<file path="src/rtl/gsm_pkg.sv">
package gsm_pkg;
    typedef enum logic [1:0] {
        ST_IDLE  = 2'd0,
        ST_RUN   = 2'd1,
        ST_BLANK = 2'd2
    } gsm_state_e;
endpackage

</file>
<file path="src/rtl/gsm_seg_timer.sv">
module gsm_seg_timer
    import gsm_pkg::*;
#(
    parameter int BITS        = 8,
    parameter int TICK_CYCLES = 2,
    localparam int SEGW       = (BITS > 1) ? $clog2(BITS) : 1
) (
    input  logic            clk,
    input  logic            rst_n,
    input  logic            refresh,
    output logic            load,
    output logic            run,
    output logic [SEGW-1:0] seg_idx,
    output logic            seg_start
);
    localparam int CNTW = BITS + $clog2(TICK_CYCLES + 1) + 1;
    localparam logic [SEGW-1:0] LAST_SEG  = SEGW'(BITS - 1);
    localparam logic [CNTW-1:0] BLANK_END = CNTW'(TICK_CYCLES - 1);

    gsm_state_e      state, state_n;
    logic [SEGW-1:0] seg, seg_n;
    logic [CNTW-1:0] cnt, cnt_n;
    logic            start_q, start_n;
    logic [CNTW-1:0] seg_end;

    assign seg_end = (CNTW'(TICK_CYCLES) << seg) - CNTW'(1);

    // next-state logic
    always_comb begin
        state_n = state;
        seg_n   = seg;
        cnt_n   = cnt;
        start_n = 1'b0;
        unique case (state)
            ST_IDLE: begin
                if (refresh) begin          // start
                    state_n = ST_RUN;
                    seg_n   = '0;
                    cnt_n   = '0;
                    start_n = 1'b1;
                end
            end
            ST_RUN: begin
                if (cnt == seg_end) begin
                    cnt_n = '0;
                    if (seg == LAST_SEG) begin  // finish
                        state_n = ST_BLANK;
                        seg_n   = '0;
                    end else begin              // advance
                        seg_n   = seg + SEGW'(1);
                        start_n = 1'b1;
                    end
                end else begin
                    cnt_n = cnt + CNTW'(1);
                end
            end
            ST_BLANK: begin
                if (cnt == BLANK_END) begin     // release
                    state_n = ST_IDLE;
                    cnt_n   = '0;
                end else begin
                    cnt_n = cnt + CNTW'(1);
                end
            end
            default: state_n = ST_IDLE;
        endcase
    end

    // state register
    always_ff @(posedge clk or negedge rst_n) begin
        if (!rst_n) begin
            state   <= ST_IDLE;
            seg     <= '0;
            cnt     <= '0;
            start_q <= 1'b0;
        end else begin
            state   <= state_n;
            seg     <= seg_n;
            cnt     <= cnt_n;
            start_q <= start_n;
        end
    end

    // outputs
    always_comb begin
        load      = (state == ST_IDLE) && refresh;
        run       = (state == ST_RUN);
        seg_idx   = seg;
        seg_start = start_q;
    end

    p_seg_range_r3: assert property (@(posedge clk) disable iff (!rst_n)
        seg_idx <= LAST_SEG);
    p_seg_step_r3: assert property (@(posedge clk) disable iff (!rst_n)
        (run && seg_start && $past(run)) |-> (seg_idx == $past(seg_idx) + SEGW'(1)));
    p_seg_hold_r4: assert property (@(posedge clk) disable iff (!rst_n)
        (run && !seg_start) |-> $stable(seg_idx));
    p_start_in_run_r4: assert property (@(posedge clk) disable iff (!rst_n)
        seg_start |-> run);
    p_no_restart_r7: assert property (@(posedge clk) disable iff (!rst_n)
        (run && refresh && !(cnt == seg_end && seg == LAST_SEG)) |=> run);
    p_blank_len_r8: assert property (@(posedge clk) disable iff (!rst_n)
        (state == ST_BLANK) |-> (cnt <= BLANK_END && seg_idx == '0));
endmodule

</file>
<file path="src/rtl/gsm_pix_sel.sv">
module gsm_pix_sel #(
    parameter int BITS = 8,
    parameter int SEGW = 3
) (
    input  logic            clk,
    input  logic            rst_n,
    input  logic            load,
    input  logic            run,
    input  logic [SEGW-1:0] seg_idx,
    input  logic [BITS-1:0] code_in,
    output logic            pix_on
);
    logic [BITS-1:0] code_q;

    always_ff @(posedge clk or negedge rst_n) begin
        if (!rst_n)    code_q <= '0;
        else if (load) code_q <= code_in;
    end

    assign pix_on = run & code_q[seg_idx];
endmodule

</file>
<file path="src/rtl/gsm_duty_mod.sv">
module gsm_duty_mod #(
    parameter int BITS        = 8,
    parameter int PIXELS      = 4,
    parameter int TICK_CYCLES = 2,
    localparam int SEGW       = (BITS > 1) ? $clog2(BITS) : 1
) (
    input  logic                   clk,
    input  logic                   rst_n,
    input  logic                   refresh,
    input  logic [PIXELS*BITS-1:0] codes,
    output logic [SEGW-1:0]        seg_idx,
    output logic                   seg_start,
    output logic [PIXELS-1:0]      pix_on
);
    logic load, run;

    gsm_seg_timer #(.BITS(BITS), .TICK_CYCLES(TICK_CYCLES)) u_timer (
        .clk(clk), .rst_n(rst_n), .refresh(refresh),
        .load(load), .run(run), .seg_idx(seg_idx), .seg_start(seg_start)
    );

    for (genvar p = 0; p < PIXELS; p++) begin : g_pix
        gsm_pix_sel #(.BITS(BITS), .SEGW(SEGW)) u_sel (
            .clk(clk), .rst_n(rst_n), .load(load), .run(run),
            .seg_idx(seg_idx), .code_in(codes[p*BITS +: BITS]),
            .pix_on(pix_on[p])
        );
    end

    p_dark_off_run_r8: assert property (@(posedge clk) disable iff (!rst_n)
        !run |-> (pix_on == '0));
    p_pix_steady_r6: assert property (@(posedge clk) disable iff (!rst_n)
        (run && !seg_start) |-> $stable(pix_on));
    p_reset_dark_r1: assert property (@(posedge clk)
        !rst_n |-> (pix_on == '0 && !seg_start));
endmodule

</file>
<file path="config.mk">
export PLATFORM = sky130hd
export DESIGN_NAME = gsm_duty_mod
export DESIGN_NICKNAME = d
export VERILOG_FILES = /design/src/rtl/gsm_pkg.sv /design/src/rtl/gsm_seg_timer.sv /design/src/rtl/gsm_pix_sel.sv /design/src/rtl/gsm_duty_mod.sv
export SDC_FILE = /design/constraint.sdc
export NUM_CORES = 1
export LEC_CHECK = 0
export BUFFER_PORTS_ARGS = -buffer_cell sky130_fd_sc_hd__buf_4
export CAP_MARGIN = 20
export CORE_MARGIN = 3
export CORE_UTILIZATION = 25
export DETAILED_ROUTE_END_ITERATION = 6
export PLACE_DENSITY = 0.5
export SYNTH_ARGS = -nofsm -noshare
export SYNTH_HDL_FRONTEND = slang
export SYNTH_HIERARCHICAL = 1
export SYNTH_SLANG_ARGS = --single-unit
</file>
<file path="constraint.sdc">
create_clock -name clk -period 6.26 [get_ports clk]
set_input_delay 0.313 -clock clk [delete_from_list [all_inputs] [get_ports clk]]
set_output_delay 0.313 -clock clk [all_outputs]
set_load 0.01 [all_outputs]
</file>
==> results, run 1 <==
- The largest net degree at the start of global routing is 50.
- Post-CTS timing repair inserted 0 buffers for setup.
- The leakage power total is approximately 1.8 nW.
- The worst-case clock skew is just over 6 ps.
- The clock buffer count from CTS is 5.
- Leaving out fill and tap cells, the most frequent cells in the layout are dfrtp_1, buf_4, mux2_2.
- Fill cells in the final layout number 1204.
- The total power divided by cell area is 175 nW/µm².
- The finished layout holds 458 standard cells, fillers aside.
- The clock passes through at most 2 buffers.
- The count of buffers added on input and output ports is 42.
- For this block, the initial DRC count from the detailed router was 55.
- The worst setup path is of the flop to flop kind.
- The first global-routing pass estimated about 11 mm of wire.
- The remaining design rule violation count is 0.
- The x dimension of the die is 115 µm.
- The number of warnings printed during yosys synthesis is 6.
- The number of max-cap violations is 0.
- In the global route stage, overall resource usage came out at under 10%.
- Setup repair after global routing left no endpoint under its margin.
- The accumulated negative setup slack is 0 ps.
- The number of nets in the finished design is ~360.
- The sequential cells in the finished layout cover a total of 1230 µm².
- Pin placement for this block handled 43 I/O pins.
- The total detailed-routing wirelength is 6.48 mm.
- The CTS tree is done.
- The critical path required time is 6440 ps.
- 0 antenna diodes ended up in the layout.
- The critical path capture point type is a flop.
- The initial cell density of the core is 25.8%.
- The total vias in the final route is roughly 2200.
- The root buffer cell is clkbuf_16.
- The run finished with clean final reports.
- The die span in y is 115 µm.
- In this run the cell area of the synthesized design comes to 2970 µm².
- In this run, synthesis inferred 0 flip-flops with an integrated enable.
- After synthesis, the netlist uses 51 different library cells.
- Summing all multi-input logic gate instances after layout gives 1610 µm².
- The worst IR drop on VDD is 0.0985 mV.
- For the pin with the worst max-slew slack, the measured transition is 652 ps.
- The arrival time of data at the critical path endpoint is between 3000 and 4000 ps.
- For this run, the leading register cell type out of synthesis is dfrtp_1.
- The number of nets with antenna violations after routing is 0.
- The detailed placement HPWL is 4.64 mm.
- The final-report setup violation count is 0.
- The count of hold buffers inserted by post-cts repair is 0.
- The power after layout is 627 µW.
- The area overhead of the layout relative to synthesis is 20.2%.
- Along the worst path, the maximum fanout reaches 18.
- The number of antenna violations at the first check in global routing is 0.
- The number of hold violations in the final report is 0.
- The time the worst path needs with I/O delays and setup is 3750 ps.
- CTS built an H-tree with a depth of 2.
- Including well taps, the total number of placed cells is 450.
- The final critical-path share of the clock period is 59.9%.
- The routability congestion estimate from global placement is 0.782.
- Of the cells placed in the final design, the portion with a size suffix greater than 1 is 30.8%.
- Sequential elements use 41.2% of the synthesized area.
- The peak clock frequency supported by timing is approximately 270 MHz.
- Post-CTS repair changed the size of 0 cells.
- The count of final max-slew check failures came to 0.
- The number of global-route vias before repair is 2204.
- The net count after synthesis is 322.
- The clock transition at the register clock pins on the worst setup and hold paths after CTS is around 80 ps.
- The cell count after synthesis came out at between 200 and 300.
- The die outline area is 13200 µm².
- The setup slack after layout is 2510 ps.
- STA classifies the critical path startpoint as a flop.
- The most common cell after layout, fill and taps aside is dfrtp_1.
- Dividing the detail-routed via count by the number of cells gives 4.83.
- Dividing the detail-routed wire length by the instance count gives 14.2 µm.
- The synthesized area per cell is approximately 11 µm².
- The register bit count reported by yosys is 49.
- The standard cell core area is 11500 µm².
- The worst max-slew margin expressed relative to the limit is 56.5%.
- The total number of clock tree sinks is 49.
- The async set-reset flop share out of synthesis is 100%.
- In this run the core area contains 39 standard-cell rows.
- The path class of the tightest hold or removal check is input port to async pin.
- The first TritonRoute pass finished after 4 iterations.
- Measured on the finished design, the core utilization comes to 31.0%.
- Clock latency on the worst-skew pair, taken at its later pin, is ~300 ps.
- For this run the aggregate overflow at the end of global routing stands at 0.
- Before CTS, the worst setup slack after placement is 2490 ps.
-- per-stage QoR --
step	cell area (µm²)	hold slack (ps)
after global placement	3410	397
after CTS	3570	71.2
after floorplan	2970	17.4
after detailed placement	3420	392
after global routing	3570	96.2
final	3570	47.4
-- sequential cells by signal (all words and copies together) (netlist names) --
signal,flops
u_timer/cnt,11
u_timer/seg_start,1
u_timer/state,2
g_pix.u_sel/code_q,32
u_timer/seg_idx,3
-- critical path, stage by stage, from the launching register on --
cell and delay, ps:
dfrtp_1 730, inv_1 130, ha_1 320, nand2b_1 160, ha_1 220, nand2b_1 110
or3_1 330, a221oi_1 290, nand4b_1 170, o31ai_1 560, buf_4 260, nor2_2 60
mux2_2 280
-- synth_stat cells, types with 3 or more instances --
cell / count / area share [%]
a21oi_1: 8 / 1.3
a22o_1: 4 / 1.2
a311oi_1: 4 / 1.2
buf_2: 4 / 0.67
clkbuf_1: 4 / 0.50
dfrtp_1: 49 / 41
ha_1: 13 / 5.5
inv_1: 17 / 2.1
mux2_2: 37 / 14
mux2i_1: 5 / 1.7
mux4_1: 4 / 3.5
nand2_1: 15 / 1.9
nand2b_1: 5 / 1.1
nand3_1: 10 / 1.7
nor2_1: 12 / 1.5
nor2b_1: 4 / 0.84
nor3_1: 6 / 1.0
o21ai_0: 10 / 1.7
o21ai_1: 4 / 0.67
o31ai_1: 7 / 1.8
or3_1: 5 / 1.1
or4_1: 4 / 1.0
xnor2_1: 4 / 1.2
xor2_1: 3 / 0.88
-- layout make-up --
cell class / instances / area share [%]
clock buffer: 5 / 3.50
clock inverter: 3 / 0.805
inverter: 17 / 1.79
multi-input combinational: 196 / 45.2
sequential: 49 / 34.3
tap: 143 / 5.01
timing repair buffer: 45 / 9.45
-- worst paths after layout --
| kind | from | endpoint | slack (ps) | cells after the start |
|---|---|---|---|---|
| min reg2reg | g_pix[2].u_sel/code_q[5] | g_pix[2].u_sel/code_q[5] | 510 | 1 |
| min in group clk | codes[23] | g_pix[2].u_sel/code_q[7] | 240 | 2 |
| max reg2reg | u_timer/seg_idx[1] | u_timer/cnt[0] | 2510 | 12 |
| max | u_timer/seg_idx[1] | u_timer/cnt[0] | 2510 | 12 |
| max in group asynchronous | rst_n | u_timer/seg_idx[1] | 5780 | 1 |
| min | rst_n | g_pix[2].u_sel/code_q[7] | 50 | 1 |
-- per-layer routing --
layer / vias to the layer above / routed length [µm] / part of all wire, % / global-route usage (%)
met5: - / 0 / 0 / 0
met2: 47 / 3080 / 48 / 16.0
met3: 4 / 315 / 4.9 / 2.74
met4: 0 / 40 / 0.62 / 2.11
met1: 1067 / 3050 / 47 / 13.5
li1: 1093 / - / - / -
-- power breakdown --
part / switching, mW / internal (mW) / leakage [nW]
sequential: 0 / 0.316 / 0.633
clock: 0.134 / 0.154 / 0.0767
combinational: 0.00951 / 0.0134 / 1.06
-- cells by family (layout without fill, tap and decap cells) --
group | after synthesis | after routing | share of synthesized area [%]
AOI/OAI and AO/OA | 52 | 52 | 12.7
xor gates and xnor gates | 7 | 7 | 2.06
adders and majority gates | 13 | 13 | 5.47
buffers and inverters | 29 | 70 | 4.50
DFF | 49 | 49 | 41.2
muxes | 47 | 47 | 19.6
and+or+nand+nor | 77 | 77 | 14.4
Note: power is estimated with default switching activity, not from simulation.
==> run 2, diff against run 1 <==
--- a/config.mk
+++ b/config.mk
@@ -10,7 +10,7 @@
 export CORE_MARGIN = 3
 export CORE_UTILIZATION = 25
 export DETAILED_ROUTE_END_ITERATION = 6
-export PLACE_DENSITY = 0.5
+export PLACE_DENSITY = 0.52
 export SYNTH_ARGS = -nofsm -noshare
 export SYNTH_HDL_FRONTEND = slang
 export SYNTH_HIERARCHICAL = 1
==> constraint.sdc (replaced) <==
create_clock -name clk -period 3.2 [get_ports clk]
set_input_delay 0.16 -clock clk [delete_from_list [all_inputs] [get_ports clk]]
set_output_delay 0.16 -clock clk [all_outputs]
set_load 0.01 [all_outputs]
==> results, run 2 (synthesis results as in run 1) <==
- The library cell used most frequently in the layout, excluding fill and tap cells, is buf_4.
- The routed via count divided by cell count was 4.89 (+1.2%).
- The count of pins on the block boundary is 43 (unchanged).
- The worst-case register-to-register setup slack came to 170 ps (-2340 ps).
- The critical path startpoint category is a flop.
- The final critical-path share of the clock period is 94.8% (+35 points).
- The largest net degree at the start of global routing was 50 (unchanged).
- The maximum number of buffers from clock root to sink is 2 (unchanged).
- The worst max-slew margin expressed relative to the limit is 56.6% (about the same).
- The number of antenna violations at the first check in global routing came to 0 (unchanged).
- The run finished with clean final reports.
- The clock transition at the register clock pins on the worst setup and hold paths after CTS is 70 ps (about the same).
- The diode insertion count for antenna repair was 0 (unchanged).
- The number of rows in the core area is 39 (unchanged).
- The number of hold violations in the final report was 0 (unchanged).
- The leakage power total is 1.80 nW (+1.8%).
- The total vias in the final route came to 2267 (+2.5%).
- The detailed placement HPWL is 4.85 mm (+4.5%).
- The setup slack after layout came to 167 ps (-2340 ps).
- The worst-case hold slack is 98.0 ps (+50.6 ps).
- The number of nets with antenna violations after routing came to 0 (unchanged).
- The accumulated negative setup slack was 0 ps (unchanged).
- The x dimension of the die is 115 µm (unchanged).
- The total detailed-routing wirelength is 6.76 mm (+4.2%).
- The count of buffers inserted at the top-level ports came to 42 (unchanged).
- The worst-case clock skew came to 2.53 ps (-3.60 ps).
- The die outline area is 13200 µm² (unchanged).
- The endpoint identified for the worst register-to-register timing path is u_timer/seg_idx[2].
- The worst path buffer plus inverter count is 0 (-2).
- The delay contributed by the slowest stage of the critical path came to 510 ps (-220 ps).
- On the critical path the largest part of the delay comes from simple AND/OR/NAND/NOR gates.
- The type of the tightest min-delay check is input port to flop.
- The critical path required time is 3410 ps (-3030 ps).
- The CTS tree is done.
- The routability congestion estimate from global placement is 0.782 (about the same).
- The register with the most flip-flops in the final layout is g_pix.u_sel/code_q.
- The signal on the critical path passes through ha_1, ha_1, nand2b_1, or3_1, a221oi_1, nand4b_1, or3_1, o31a_1, o221ai_2.
- The root buffer cell chosen for the clock tree is clkbuf_16.
- The reg-to-reg critical path startpoint is u_timer/seg_idx[0].
- In the final layout, the registers with the most flip-flops are g_pix.u_sel/code_q: 32 flops, u_timer/cnt: 11 flops, u_timer/seg_idx: 3 flops.
- The final-report setup violation count is 0 (unchanged).
- The worst setup path is of the flop to flop kind.
- The CTS H-tree depth is 2 (unchanged).
- The measured slew at the worst slew-check pin was 651 ps (-0.540 ps).
- The cell count after placement is 455 (+1.1%).
- Setup repair after global routing left no endpoint under its margin.
- The number of resized instances in the post-cts repair step is 0 (unchanged).
- The clock insertion delay at the later pin of the skew report is 290 ps (about the same).
- STA classifies the critical path endpoint as a flop.
- The peak clock frequency supported by timing is 330 MHz (+24%).
- The number of iterations in the first detailed-routing pass came to 4 (unchanged).
- The number of gates on the worst path with buffers counted is 9 (-3).
- The total number of clock tree sinks was 49 (unchanged).
- The share of cells above drive strength 1 was 31.5% (+0.67 points).
- The most critical setup path has its endpoint at u_timer/seg_idx[2].
- The count of non-filler cells in the finished layout is 464 (+1.3%).
- The initial DRC count is 168 (+210%).
- The area growth from synthesis to layout is 22.3%.
- The initial cell density of the core is 25.8% (unchanged).
- The routed wirelength normalized by instance count is 14.6 µm (+2.9%).
- The library cells used most frequently in the layout, excluding fill and tap cells, are buf_4, dfrtp_1, mux2_2.
- The standard cell core area is 11500 µm² (unchanged).
- The all-layer global routing usage is 10.5% (+0.56 points).
- The total power divided by cell area is 351 nW/µm² (+100%).
- The residual overflow from global routing came to 0 (unchanged).
- The maximum fanout along the worst path was 9 (-9).
- The worst IR drop on VDD is 0.201 mV (+100%).
- The logic depth of the worst register-to-register path was 9 (-3).
- The number of global-route vias before repair came to 2244 (+1.8%).
- The count of final max-slew check failures is 0 (unchanged).
- The largest individual stage delay along the critical path comes from the cell or3_1.
- The number of nets in the finished design is 368 (+1.7%).
- The arrival time of data at the critical path endpoint was 3240 ps (-690 ps).
- The flip-flop count of the largest register after layout is 32 (unchanged).
- The clock buffer count from CTS is 5 (unchanged).
- The die span in y came to 115 µm (unchanged).
- The remaining design rule violation count is 0 (unchanged).
- The start point of the critical path is u_timer/seg_idx[0].
- The number of max-cap violations was 0 (unchanged).
- The first-pass GRT wire length is 11.2 mm (+4.6%).
- The time the worst path needs with I/O delays and setup is 3030 ps (-717 ps).
- The worst setup slack after placement is 224 ps (-2270 ps).
## run 2: changes by cell type in the layout (fill, tap and decap cells not counted), sizes merged
| cell | previous run | this run |
|---|---|---|
| buf | 45 | 50 |
| bufinv | 0 | 1 |
| clkbuf | 5 | 6 |
| dlygate4sd3 | 0 | 1 |
| inv | 20 | 17 |
| clkinv | 0 | 1 |
## run 2: where the power goes
| part | total [mW] | internal, mW | switching (mW) |
|---|---|---|---|
| logic | 0.0460 | 0.0271 | 0.0189 |
| registers | 0.619 | 0.619 | 0 |
| clock network | 0.610 | 0.371 | 0.239 |
## run 2: cell type report
| cell class | count | area [µm²] |
|---|---|---|
| fillers | 1202 | 7880 |
| clock inverters | 2 | 38.8 |
| clock buffers | 6 | 129 |
| well taps | 143 | 179 |
| repair buffers | 51 | 385 |
| multi-input cells | 196 | 1610 |
| flip-flops and latches | 49 | 1230 |
| inverters | 17 | 63.8 |
## run 2: layer usage
metal	vias up	part of all wire, %	global-route usage, %	routed length, µm
met5	-	0	0	0
met4	0	1.4	3.76	95
met3	5	3.4	1.68	229
met2	43	47	16.6	3200
met1	1120	48	14.6	3230
li1	1099	-	-	-
## run 2: worst min-delay path by stage
stage	startpoint	end	slack [ps]	cells past startpoint
floorplan	rst_n	g_pix[0].u_sel/code_q[0]	-140	0
global placement	rst_n	u_timer/cnt[1]	230	1
detailed placement	rst_n	u_timer/cnt[3]	240	1
CTS	codes[11]	g_pix[1].u_sel/code_q[3]	90	2
global route	codes[10]	g_pix[1].u_sel/code_q[2]	90	2
finish	codes[21]	g_pix[2].u_sel/code_q[5]	100	2
## run 2: repair_timing
item	4_1_cts	5_1_grt
hold buffers	1	0
setup buffers	0	0
endpoints found under the setup margin	0	0
hold endpoints to repair	49	0
## run 2: stage by stage
stage	area (µm²)	total power, mW	util (%)
global route	3640	1.32	31.6
global placement	3460	0.678	30.0
detailed placement	3460	0.678	30.0
floorplan	2970	0.632	-
finish	3640	1.28	31.6
CTS	3640	1.30	31.6
## run 2: worst reg2reg max path, cell delays in order, from the launching register on
cell      delay [ps]
dfrtp_1          410
ha_1             240
ha_1             270
nand2b_1         210
or3_1            330
a221oi_1         310
nand4b_1         190
or3_1            510
o31a_1           320
o221ai_2         160
==> run 3, diff against run 2 <==
--- a/config.mk
+++ b/config.mk
@@ -8,9 +8,9 @@
 export BUFFER_PORTS_ARGS = -buffer_cell sky130_fd_sc_hd__buf_4
 export CAP_MARGIN = 20
 export CORE_MARGIN = 3
-export CORE_UTILIZATION = 25
+export CORE_UTILIZATION = 52
 export DETAILED_ROUTE_END_ITERATION = 6
-export PLACE_DENSITY = 0.52
+export PLACE_DENSITY = 0.85
 export SYNTH_ARGS = -nofsm -noshare
 export SYNTH_HDL_FRONTEND = slang
 export SYNTH_HIERARCHICAL = 1
==> results, run 3 (synthesis results as in run 1) <==
- The maximum fanout along the worst path is 11 (+2).
- The critical path required time came to 3430 ps (+20 ps).
- The total vias in the final route is 2308 (+1.8%).
- The share of cells above drive strength 1 was 32.9% (+1.5 points).
- The number of max-cap violations is 0 (unchanged).
- The relative contribution of the clock network to total power is 36.1% (-12 points).
- The clock buffer count from CTS is 5 (unchanged).
- The reg-to-reg critical path startpoint is u_timer/seg_idx[0].
- The final critical-path share of the clock period was 94.2% (-0.60 points).
- The time the worst path needs with I/O delays and setup came to 3010 ps (-19.2 ps).
- The routability congestion estimate from global placement is 0.865 (+11%).
- The number of rows in the core area is 26 (-33%).
- The total detailed-routing wirelength is 6.37 mm (-5.8%).
- The cell count after placement is 383 (-16%).
- The multi-input combinational cell area is 1630 µm² (+0.70%).
- The first-pass GRT wire length came to 10.4 mm (-7.7%).
- The net switching power of the design was 236 µW (-8.4%).
- The most common cell after layout, fill and taps aside is buf_4.
- The number of hold violations in the final report is 0 (unchanged).
- The count of pins on the block boundary is 43 (unchanged).
- The initial cell density of the core is 56.1% (+30 points).
- The end of the worst register-to-register path is u_timer/cnt[5].
- The worst-case clock skew is 8.21 ps (+5.68 ps).
- The total of fill cells in the finished design was 406 (-66%).
- The root buffer cell is clkbuf_8.
- The die outline area is 6660 µm² (-50%).
- The worst hold path terminates at g_pix[0].u_sel/code_q[5].
- The top cell types in the final layout, fill and taps aside, are buf_4, dfrtp_1, mux2_2.
- The routed via count divided by cell count is 5.89 (+21%).
- The number of global-route vias before repair is 2215 (-1.3%).
- The count of final max-slew check failures came to 0 (unchanged).
- The largest registers in the layout are g_pix.u_sel/code_q: 32 flops, u_timer/cnt: 11 flops, u_timer/seg_idx: 3 flops.
- The clock insertion delay at the later pin of the skew report is 300 ps (about the same).
- The CTS H-tree depth is 2 (unchanged).
- The number of iterations in the first detailed-routing pass is 5 (+1).
- The worst IR drop on VDD is 0.216 mV (+7.3%).
- The register share of total power is 59.6% (+11 points).
- Setup repair after global routing left no endpoint under its margin.
- The worst setup path is captured at a flop.
- TritonCTS built the clock tree.
- The run finished with clean final reports.
- The total power divided by cell area is 297 nW/µm² (-15%).
- The worst-case register-to-register setup slack is 190 ps (+20 ps).
- The clock transition at the register clock pins on the worst setup and hold paths after CTS is 100 ps (+30 ps).
- The standard cell core area is 5300 µm² (-54%).
- The count of buffers inserted at the top-level ports was 42 (unchanged).
- The accumulated negative setup slack came to 0 ps (unchanged).
- The remaining design rule violation count is 0 (unchanged).
- The number of antenna violations at the first check in global routing is 0 (unchanged).
- The arrival time of data at the critical path endpoint came to 3240 ps (about the same).
- The peak clock frequency supported by timing is 332 MHz (+0.64%).
- The core occupancy in the finished layout is 65.8% (+34 points).
- The measured slew at the worst slew-check pin came to 698 ps (+46.3 ps).
- The all-layer global routing usage is 20.0% (+9.5 points).
- The number of nets with antenna violations after routing is 0 (unchanged).
- The post-CTS repair timing setup buffer count is 0 (unchanged).
- Relative to the synthesized area, the layout overhead comes to 17.3%.
- The startpoint identified for the worst hold timing path is codes[5].
- The count of non-filler cells in the finished layout is 392 (-16%).
- The maximum number of buffers from clock root to sink is 2 (unchanged).
- The total number of clock tree sinks is 49 (unchanged).
- The category of the most critical setup path is flop to flop.
- The die span in y was 81.6 µm (-29%).
- The worst-case hold slack is 82.3 ps (-15.7 ps).
- The x dimension of the die was 81.6 µm (-29%).
- The switching share of power is 22.8% (+2.5 points).
- The worst max-slew margin expressed relative to the limit is 53.1% (-3.5 points).
- The largest net degree at the start of global routing is 50 (unchanged).
- The routed wirelength normalized by instance count came to 16.2 µm (+12%).
- The logic depth of the worst register-to-register path is 10 (+1).
- The flip-flop count of the largest register after layout was 32 (unchanged).
- The detailed placement HPWL is 4.66 mm (-3.8%).
- The internal power contribution is 801 µW (-21%).
- The number of nets in the finished design is 369 (+0.27%).
- The diode insertion count for antenna repair is 0 (unchanged).
- The worst hold path belongs to the class input port to flop.
- The initial DRC count was 101 (-40%).
- The leakage power total came to 1.77 nW (-1.6%).
- The residual overflow from global routing came to 0 (unchanged).
- The combinational power share is 4.3% (+0.7 points).
- The depth of the worst hold-timing path came to 2 (unchanged).
- The final-report setup violation count is 0 (unchanged).
- The critical path startpoint category is a flop.
- The register with the most flip-flops is g_pix.u_sel/code_q.
- The area taken by flip-flops and latches came to 1230 µm² (+0.10%).
-- run 3: changes by cell type in the layout (fill, tap and decap cells not counted), sizes merged --
| cell | delta |
|---|---|
| clkinv | +2 |
| clkbuf | -1 |
| bufinv | -1 |
| buf | +1 |
-- run 3: per-layer routing --
| layer | global-route usage (%) | part of all wire [%] |
|---|---|---|
| met5 | 0 | 0 |
| met4 | 6.64 | 1.5 |
| met3 | 4.39 | 4.3 |
| met2 | 33.3 | 51 |
| met1 | 26.0 | 43 |
-- run 3: cell type report --
class,count,share of cell area [%]
multi-input combinational,196,46.6
sequential,49,35.2
timing repair buffer,52,11.3
tap,70,2.51
clock buffer,5,1.97
inverter,17,1.83
clock inverter,3,0.646
-- run 3: worst max path at each step --
| stage | start | slack [ps] | end | cells past startpoint |
|---|---|---|---|---|
| floorplan | u_timer/seg_idx[1] | 60 | u_timer/seg_idx[2] | 13 |
| CTS | u_timer/seg_idx[0] | 140 | u_timer/seg_idx[2] | 11 |
| global placement | u_timer/seg_idx[0] | 290 | u_timer/seg_idx[2] | 11 |
| detailed placement | u_timer/seg_idx[0] | 170 | u_timer/seg_idx[2] | 11 |
| global route | u_timer/seg_idx[0] | 1 | u_timer/cnt[0] | 10 |
| finish | u_timer/seg_idx[0] | 190 | u_timer/cnt[5] | 10 |
-- run 3: timing repair --
item,in CTS,in global routing
hold endpoints to repair,49,0
hold buffers,1,0
endpoints found under the setup margin,0,7
gates resized for setup,0,3
-- run 3: power groups by stage --
stage / logic (mW) / registers, mW / clock network, mW
2_1_floorplan: 0.000533 / 0.631 / 0
3_3_place_gp: 0.0446 / 0.631 / 0
3_5_place_dp: 0.0452 / 0.631 / 0
4_1_cts: 0.0463 / 0.619 / 0.384
5_1_grt: 0.0503 / 0.619 / 0.413
6_report: 0.0449 / 0.619 / 0.374
-- run 3: metrics by stage --
| stage | setup slack (ps) | total power, mW | area, µm² |
|---|---|---|---|
| after global routing | 1.36 | 1.08 | 3490 |
| after floorplan | 61.1 | 0.632 | 2970 |
| after CTS | 142 | 1.05 | 3480 |
| final | 186 | 1.04 | 3490 |
| after detailed placement | 165 | 0.676 | 3370 |
| after global placement | 287 | 0.675 | 3370 |
-- run 3: critical path, cell delays in order (launching register included) --
cell and delay, ps:
dfrtp_2 450, ha_1 230, ha_1 270, nor4_1 560, or3_1 230, nor3_2 50
o21ai_0 270, o31ai_1 110, buf_4 190, or4_1 480, o21ai_0 100
